**config.mk**
```make
export PLATFORM = sky130hd
export DESIGN_NAME = divstep_unit
export DESIGN_NICKNAME = d
export VERILOG_FILES = /design/src/rtl/divstep_pkg.sv /design/src/rtl/divstep_alu.sv /design/src/rtl/divstep_flags.sv /design/src/rtl/divstep_unit.sv
export SDC_FILE = /design/constraint.sdc
export NUM_CORES = 1
export LEC_CHECK = 0
export BUFFER_PORTS_ARGS = -buffer_cell sky130_fd_sc_hd__buf_2
export CORE_MARGIN = 2
export CORE_UTILIZATION = 53
export CTS_BUF_LIST = sky130_fd_sc_hd__clkbuf_4
export CTS_CLUSTER_SIZE = 30
export DETAILED_ROUTE_END_ITERATION = 10
export HOLD_SLACK_MARGIN = 0.1
export PLACE_DENSITY = 0.9
export SLEW_MARGIN = 20
export SYNTH_ARGS = -nofsm -noshare
export SYNTH_HDL_FRONTEND = slang
export SYNTH_SLANG_ARGS = --single-unit
```
**constraint.sdc**
```tcl
create_clock -name clk -period 7.15 [get_ports clk]
set_input_delay 1.43 -clock clk [delete_from_list [all_inputs] [get_ports clk]]
set_output_delay 1.43 -clock clk [all_outputs]
set_load 0.05 [all_outputs]
```
**src/rtl/divstep_pkg.sv**
```systemverilog
package divstep_pkg;

  typedef enum logic [1:0] {
    OP_HOLD  = 2'b00,
    OP_UINIT = 2'b01,
    OP_SINIT = 2'b10,
    OP_STEP  = 2'b11
  } divop_e;

  typedef struct packed {
    logic q;
    logic m;
    logic t;
  } divflags_t;

endpackage

```
**src/rtl/divstep_alu.sv**
```systemverilog
module divstep_alu #(
  parameter int W = 32
) (
  input  logic [W-1:0] rn,
  input  logic [W-1:0] rm,
  input  logic         t_in,
  input  logic         do_sub,
  output logic [W-1:0] res,
  output logic         carry_borrow,
  output logic         shifted_out
);

  localparam int WX = W + 1;

  // Shift the remainder left by one, filling the vacated bit with T.
  function automatic logic [W-1:0] shift_in(input logic [W-1:0] v, input logic b);
    return {v[W-2:0], b};
  endfunction

  // Widened add/subtract: the top bit is the carry (add) or the borrow (subtract).
  function automatic logic [WX-1:0] addsub(input logic [W-1:0] a,
                                           input logic [W-1:0] b,
                                           input logic sub);
    logic [WX-1:0] ax, bx;
    ax = {1'b0, a};
    bx = {1'b0, b};
    return sub ? (ax - bx) : (ax + bx);
  endfunction

  logic [W-1:0]  shifted;
  logic [WX-1:0] wide;

  always_comb begin
    shifted      = shift_in(rn, t_in);
    wide         = addsub(shifted, rm, do_sub);
    res          = wide[W-1:0];
    carry_borrow = wide[W];
    shifted_out  = rn[W-1];
  end

endmodule

```
**src/rtl/divstep_flags.sv**
```systemverilog
module divstep_flags
  import divstep_pkg::*;
(
  input  logic   clk,
  input  logic   rst_n,
  input  divop_e op,
  input  logic   rn_msb,
  input  logic   rm_msb,
  input  logic   step_cb,
  output logic   q,
  output logic   m,
  output logic   t,
  output logic   do_sub
);

  divflags_t cur, nxt;

  always_comb begin
    nxt = cur;
    unique case (op)
      OP_UINIT: nxt = '{q: 1'b0, m: 1'b0, t: 1'b0};
      OP_SINIT: nxt = '{q: rn_msb, m: rm_msb, t: rn_msb ^ rm_msb};
      OP_STEP: begin
        nxt.q = rn_msb ^ cur.m ^ step_cb;
        nxt.t = (nxt.q == cur.m);
      end
      default: nxt = cur;
    endcase
  end

  always_ff @(posedge clk or negedge rst_n) begin
    if (!rst_n) cur <= '0;
    else        cur <= nxt;
  end

  assign q      = cur.q;
  assign m      = cur.m;
  assign t      = cur.t;
  assign do_sub = (cur.q == cur.m);


  uinit_clears_chk: assert property (@(posedge clk) disable iff (!rst_n)
    (op == OP_UINIT) |=> (!q && !m && !t));


  sinit_seed_chk: assert property (@(posedge clk) disable iff (!rst_n)
    (op == OP_SINIT) |=> (q == $past(rn_msb) && m == $past(rm_msb) && t == (q ^ m)));


  step_t_agree_chk: assert property (@(posedge clk) disable iff (!rst_n)
    (op == OP_STEP) |=> (t == (q == m)));


  step_m_kept_chk: assert property (@(posedge clk) disable iff (!rst_n)
    (op == OP_STEP) |=> $stable(m));


  hold_flags_chk: assert property (@(posedge clk) disable iff (!rst_n)
    (op == OP_HOLD) |=> ($stable(q) && $stable(m) && $stable(t)));

endmodule

```
**src/rtl/divstep_unit.sv**
```systemverilog
module divstep_unit
  import divstep_pkg::*;
#(
  parameter int W = 32
) (
  input  logic         clk,
  input  logic         rst_n,
  input  logic [1:0]   op_i,
  input  logic [W-1:0] rn_in,
  input  logic [W-1:0] rm_in,
  output logic [W-1:0] rn_out,
  output logic         q_flag,
  output logic         m_flag,
  output logic         t_flag
);

  localparam int MSB = W - 1;

  divop_e       op;
  logic         do_sub;
  logic         step_cb;
  logic         shifted_out;
  logic [W-1:0] step_res;

  assign op = divop_e'(op_i);

  divstep_alu #(.W(W)) i_alu (
    .rn           (rn_in),
    .rm           (rm_in),
    .t_in         (t_flag),
    .do_sub       (do_sub),
    .res          (step_res),
    .carry_borrow (step_cb),
    .shifted_out  (shifted_out)
  );

  divstep_flags i_flags (
    .clk     (clk),
    .rst_n   (rst_n),
    .op      (op),
    .rn_msb  (rn_in[MSB]),
    .rm_msb  (rm_in[MSB]),
    .step_cb (step_cb),
    .q       (q_flag),
    .m       (m_flag),
    .t       (t_flag),
    .do_sub  (do_sub)
  );

  assign rn_out = (op == OP_STEP) ? step_res : rn_in;


  passthru_chk: assert property (@(posedge clk) disable iff (!rst_n)
    (op != OP_STEP) |-> (rn_out == rn_in));


  step_q_rule_chk: assert property (@(posedge clk) disable iff (!rst_n)
    (op == OP_STEP) |=> (q_flag == ($past(shifted_out) ^ m_flag ^ $past(step_cb))));

endmodule

```
==> metrics.md <==
| Metric | Value |
|---|---|
| Synthesized cell area | `between 2000 and 3000 µm²` |
| Synth cell types | `68` |
| Yosys Warn Count | `0` |
| Pre-antenna DRT Iters | `5` |
| Total wire length | `8.82 mm` |
| Global Route Usage Sum | `27.0%` |
| Largest net degree at the start of global routing | `32` |
| Final instance area | `about 3600 µm²` |
| Die width | `79.0 µm` |
| CORE AREA | `~5500 µm²` |
| Slew @ Worst Pin | `~740 ps` |
| Arrival time at the worst endpoint | `5490 ps` |
| CTS tree | `yes` |
| Sequential share of the synthesized area | `2.52%` |
| Critical Path End Type | `primary output` |
| Clock Tree Buf Depth | `2` |
| Max-cap violations | `0` |
| Starting density of the core | `between 50 and 60%` |
| Residual DRC | `0` |
| Final min period | `6920 ps` |
| Worst-path maximum fanout | `7` |
| Root buffer cell | `clkbuf_4` |
| Setup WS pre-CTS | `228 ps` |
| Worst clock skew | `2.26 ps` |
| Share of post-route cells with drive strength above 1 | `29.4%` |
| Remaining Overflow, GRT | `0` |
| Mean Syn Cell Area | `7.28 µm²` |
| Setup crit start | `rm_in[6]` |
| FF-to-FF Start | `i_flags.m` |
| Wire per inst | `15.2 µm` |
| Number of flops mapped to enable cells by yosys | `0` |
| FILL cells | `507` |
| Worst hold path class | `flip-flop to flip-flop` |
| R2R setup slack | `3240 ps` |
| Min-delay src | `i_flags.t` |
| DP HPWL | `7.21 mm` |
| Chip height | `between 70 and 80 µm` |
| Buffers on Ports | `between 100 and 150` |
| Post-Syn Nets | `515` |
| Peak VDD IR | `0.183 mV` |
| R2R depth | `12` |
| Worst path cell trace | `buf_2 -> nor4_4 -> nor2b_1 -> nand2_1 -> nor2_1 -> nand2_1 -> o41ai_1 -> xor2_1 -> ha_1 -> a2111o_1 -> a31o_1 -> a32oi_2 -> a21oi_2 -> or3_4 -> o311a_1 -> a221o_1 -> buf_2` |
| FMAX | `about 0.14 GHz` |
| Synthesis-to-layout area growth | `20.8%` |
| Hold Path Sink | `i_flags.t` |
| Via density | `6.04` |
| Syn Inst Count | `410` |
| Num CTS Buffers | `3` |
| Worst setup margin | `231 ps` |
| Diode count | `0` |
| Top FF cell, synth | `dfrtp_1` |
| Placer Congestion | `between 0.9 and 1` |
| Die area | `6250 µm²` |
| Crit path max-delay cell type | `a2111o_1` |
| Site row count | `27` |
| CP required | `5720 ps` |
| Status | `finished, final reports clean` |
| Fin. max-slew vios | `0` |
| Final number of hold-violating endpoints | `0` |
| Nets | `about 600` |
| CP Launch Type | `primary input` |
| Vias in the first global route | `3190` |
| Final Cycle Share | `between 90% and 100%` |
| Clock slew at reported path FFs | `40 ps` |
| Reg-to-Reg End | `i_flags.q` |
| Placement Cell Area | `3550 µm²` |
| Hold depth | `2` |
| FFs w/ async S/R, synth | `100%` |
| ANT nets after route | `0` |
| First-pass GRT wire length | `14.2 mm` |
| Antenna violations before repair | `0` |
| Kind of critical path | `primary input to primary output` |
| Slew margin rel. | `50.8%` |
| Vias | `3500` |
| Initial DRC count | `216` |
| PD cells | `351 nW/µm²` |
| Yosys reg bits | `3` |
| # clock sinks | `3` |
| Setup violators final | `0` |
| Clk_lat worst skew | `230 ps` |
| Io pins | `103` |
| CTS HTree Levels | `1` |
| Static Leak | `0.00169 µW` |
| Crit path largest cell delay | `400 ps` |
==> report_power, final <==
| part | leakage [µW] | total (µW) | switching, µW | internal, µW |
|---|---|---|---|---|
| Clock | 0.0000184 | 33.9 | 9.15 | 24.7 |
| Sequential | 0.0000389 | 24.1 | 3.83 | 20.2 |
| Combinational | 0.00163 | 1210 | 748 | 458 |
==> flip-flops by register name (all words and copies together), names as in the netlist <==
signal / count
i_flags.t: 1
i_flags.q: 1
i_flags.m: 1
==> per-layer routing <==
layer / vias up / routed length [µm] / track usage, %
met5: - / 0 / 0
met4: 0 / 104 / 5.52
met3: 13 / 623 / 2.95
met2: 169 / 4350 / 49.2
met1: 1594 / 3740 / 34.1
li1: 1724 / - / -
==> critical path, delay by kind of cell <==
family          cells  cell delay [ps]
xor+xnor            1              190
simple gates        6             1340
fa+ha+maj           1              330
buf+inv             2              350
compound gates      7             1850
==> cell usage in the layout, fill, tap and decap left out, types with 3 or more instances in the layout <==
cell type / n
buf_2: 102
xnor2_1: 43
nand2_1: 42
a21oi_1: 41
ha_1: 36
nor2_1: 29
mux2_2: 22
inv_1: 21
o21ai_0: 18
xor2_1: 14
a21o_1: 11
nor3_1: 9
o31ai_1: 7
o21a_1: 7
and3_1: 6
nand3_1: 6
nor4_1: 5
o21ai_1: 5
o21bai_1: 5
nand2b_1: 4
clkbuf_4: 4
buf_4: 4
nor2b_1: 3
nand4_1: 3
a211oi_1: 3
a211o_1: 3
a31oi_1: 3
dfrtp_1: 3
==> cell families (layout without fill, tap and decap cells) <==
kind of cell    after synthesis  count (layout)  share of synthesized area (%)
compound gates              136             136                           31.9
xor+xnor                     57              57                           16.7
fa+ha+maj                    37              37                           15.8
buf+inv                      34             131                           4.65
flops                         3               3                           2.52
mux                          23              23                           8.64
simple gates                120             120                           19.8
==> final cells by class <==
type	count	area, µm²	share of cell area, %
tap	72	90.1	2.50
sequential	3	75.1	2.08
inverter	21	78.8	2.19
clock buffer	4	30.0	0.833
timing repair buffer	106	541	15.0
multi-input combinational	373	2790	77.4
==> worst max-delay path by stage <==
stage / end / slack (ps) / cells after the start
global route: rn_out[29] / -30 / 17
floorplan: rn_out[31] / 20 / 16
finish: rn_out[29] / 230 / 17
global placement: rn_out[30] / 360 / 18
CTS: rn_out[29] / 220 / 17
detailed placement: rn_out[30] / 230 / 19
==> Yosys cell counts (all sizes together), types with 3 or more instances <==
cell type  count  area share [%]
a211o          3            0.88
a211oi         3            0.75
o21ai         24             4.2
nand3          7             1.3
inv           21             2.6
nand4          3            0.63
o211ai         3            0.92
buf            5             1.0
dfrtp          3             2.5
o21bai         5             1.3
o21a           7             1.8
nor3           9             1.5
a31oi          3            0.63
nand2b         4            0.84
nor2b          3            0.63
a21o          12             3.1
xor2          14             4.1
a21oi         42             7.2
nand2         42             5.3
mux2          22             8.3
o31ai          7             1.8
clkbuf         8             1.0
xnor2         43              13
nor4           7             1.7
ha            36              15
a221oi         3             1.3
nor2          29             3.6
and3           6             1.3
==> per-stage QoR <==
step	std cells	utilization (%)	setup TNS (ps)	hold slack [ps]	total power (µW)
after floorplan	410	-	0	779	977
after global placement	575	65.0	0	537	1180
after detailed placement	575	65.0	0	557	1200
after CTS	579	65.5	0	562	1250
after global routing	579	65.9	-28.5	580	1370
final	579	65.9	0	561	1260
==> timing repair <==
action | in CTS | in global routing
hold buffers | 0 | 0
endpoints found under the setup margin | 0 | 3
gates resized for setup | 0 | 3
buffers inserted | 0 | 0
Power figures use the tool's default switching activity.
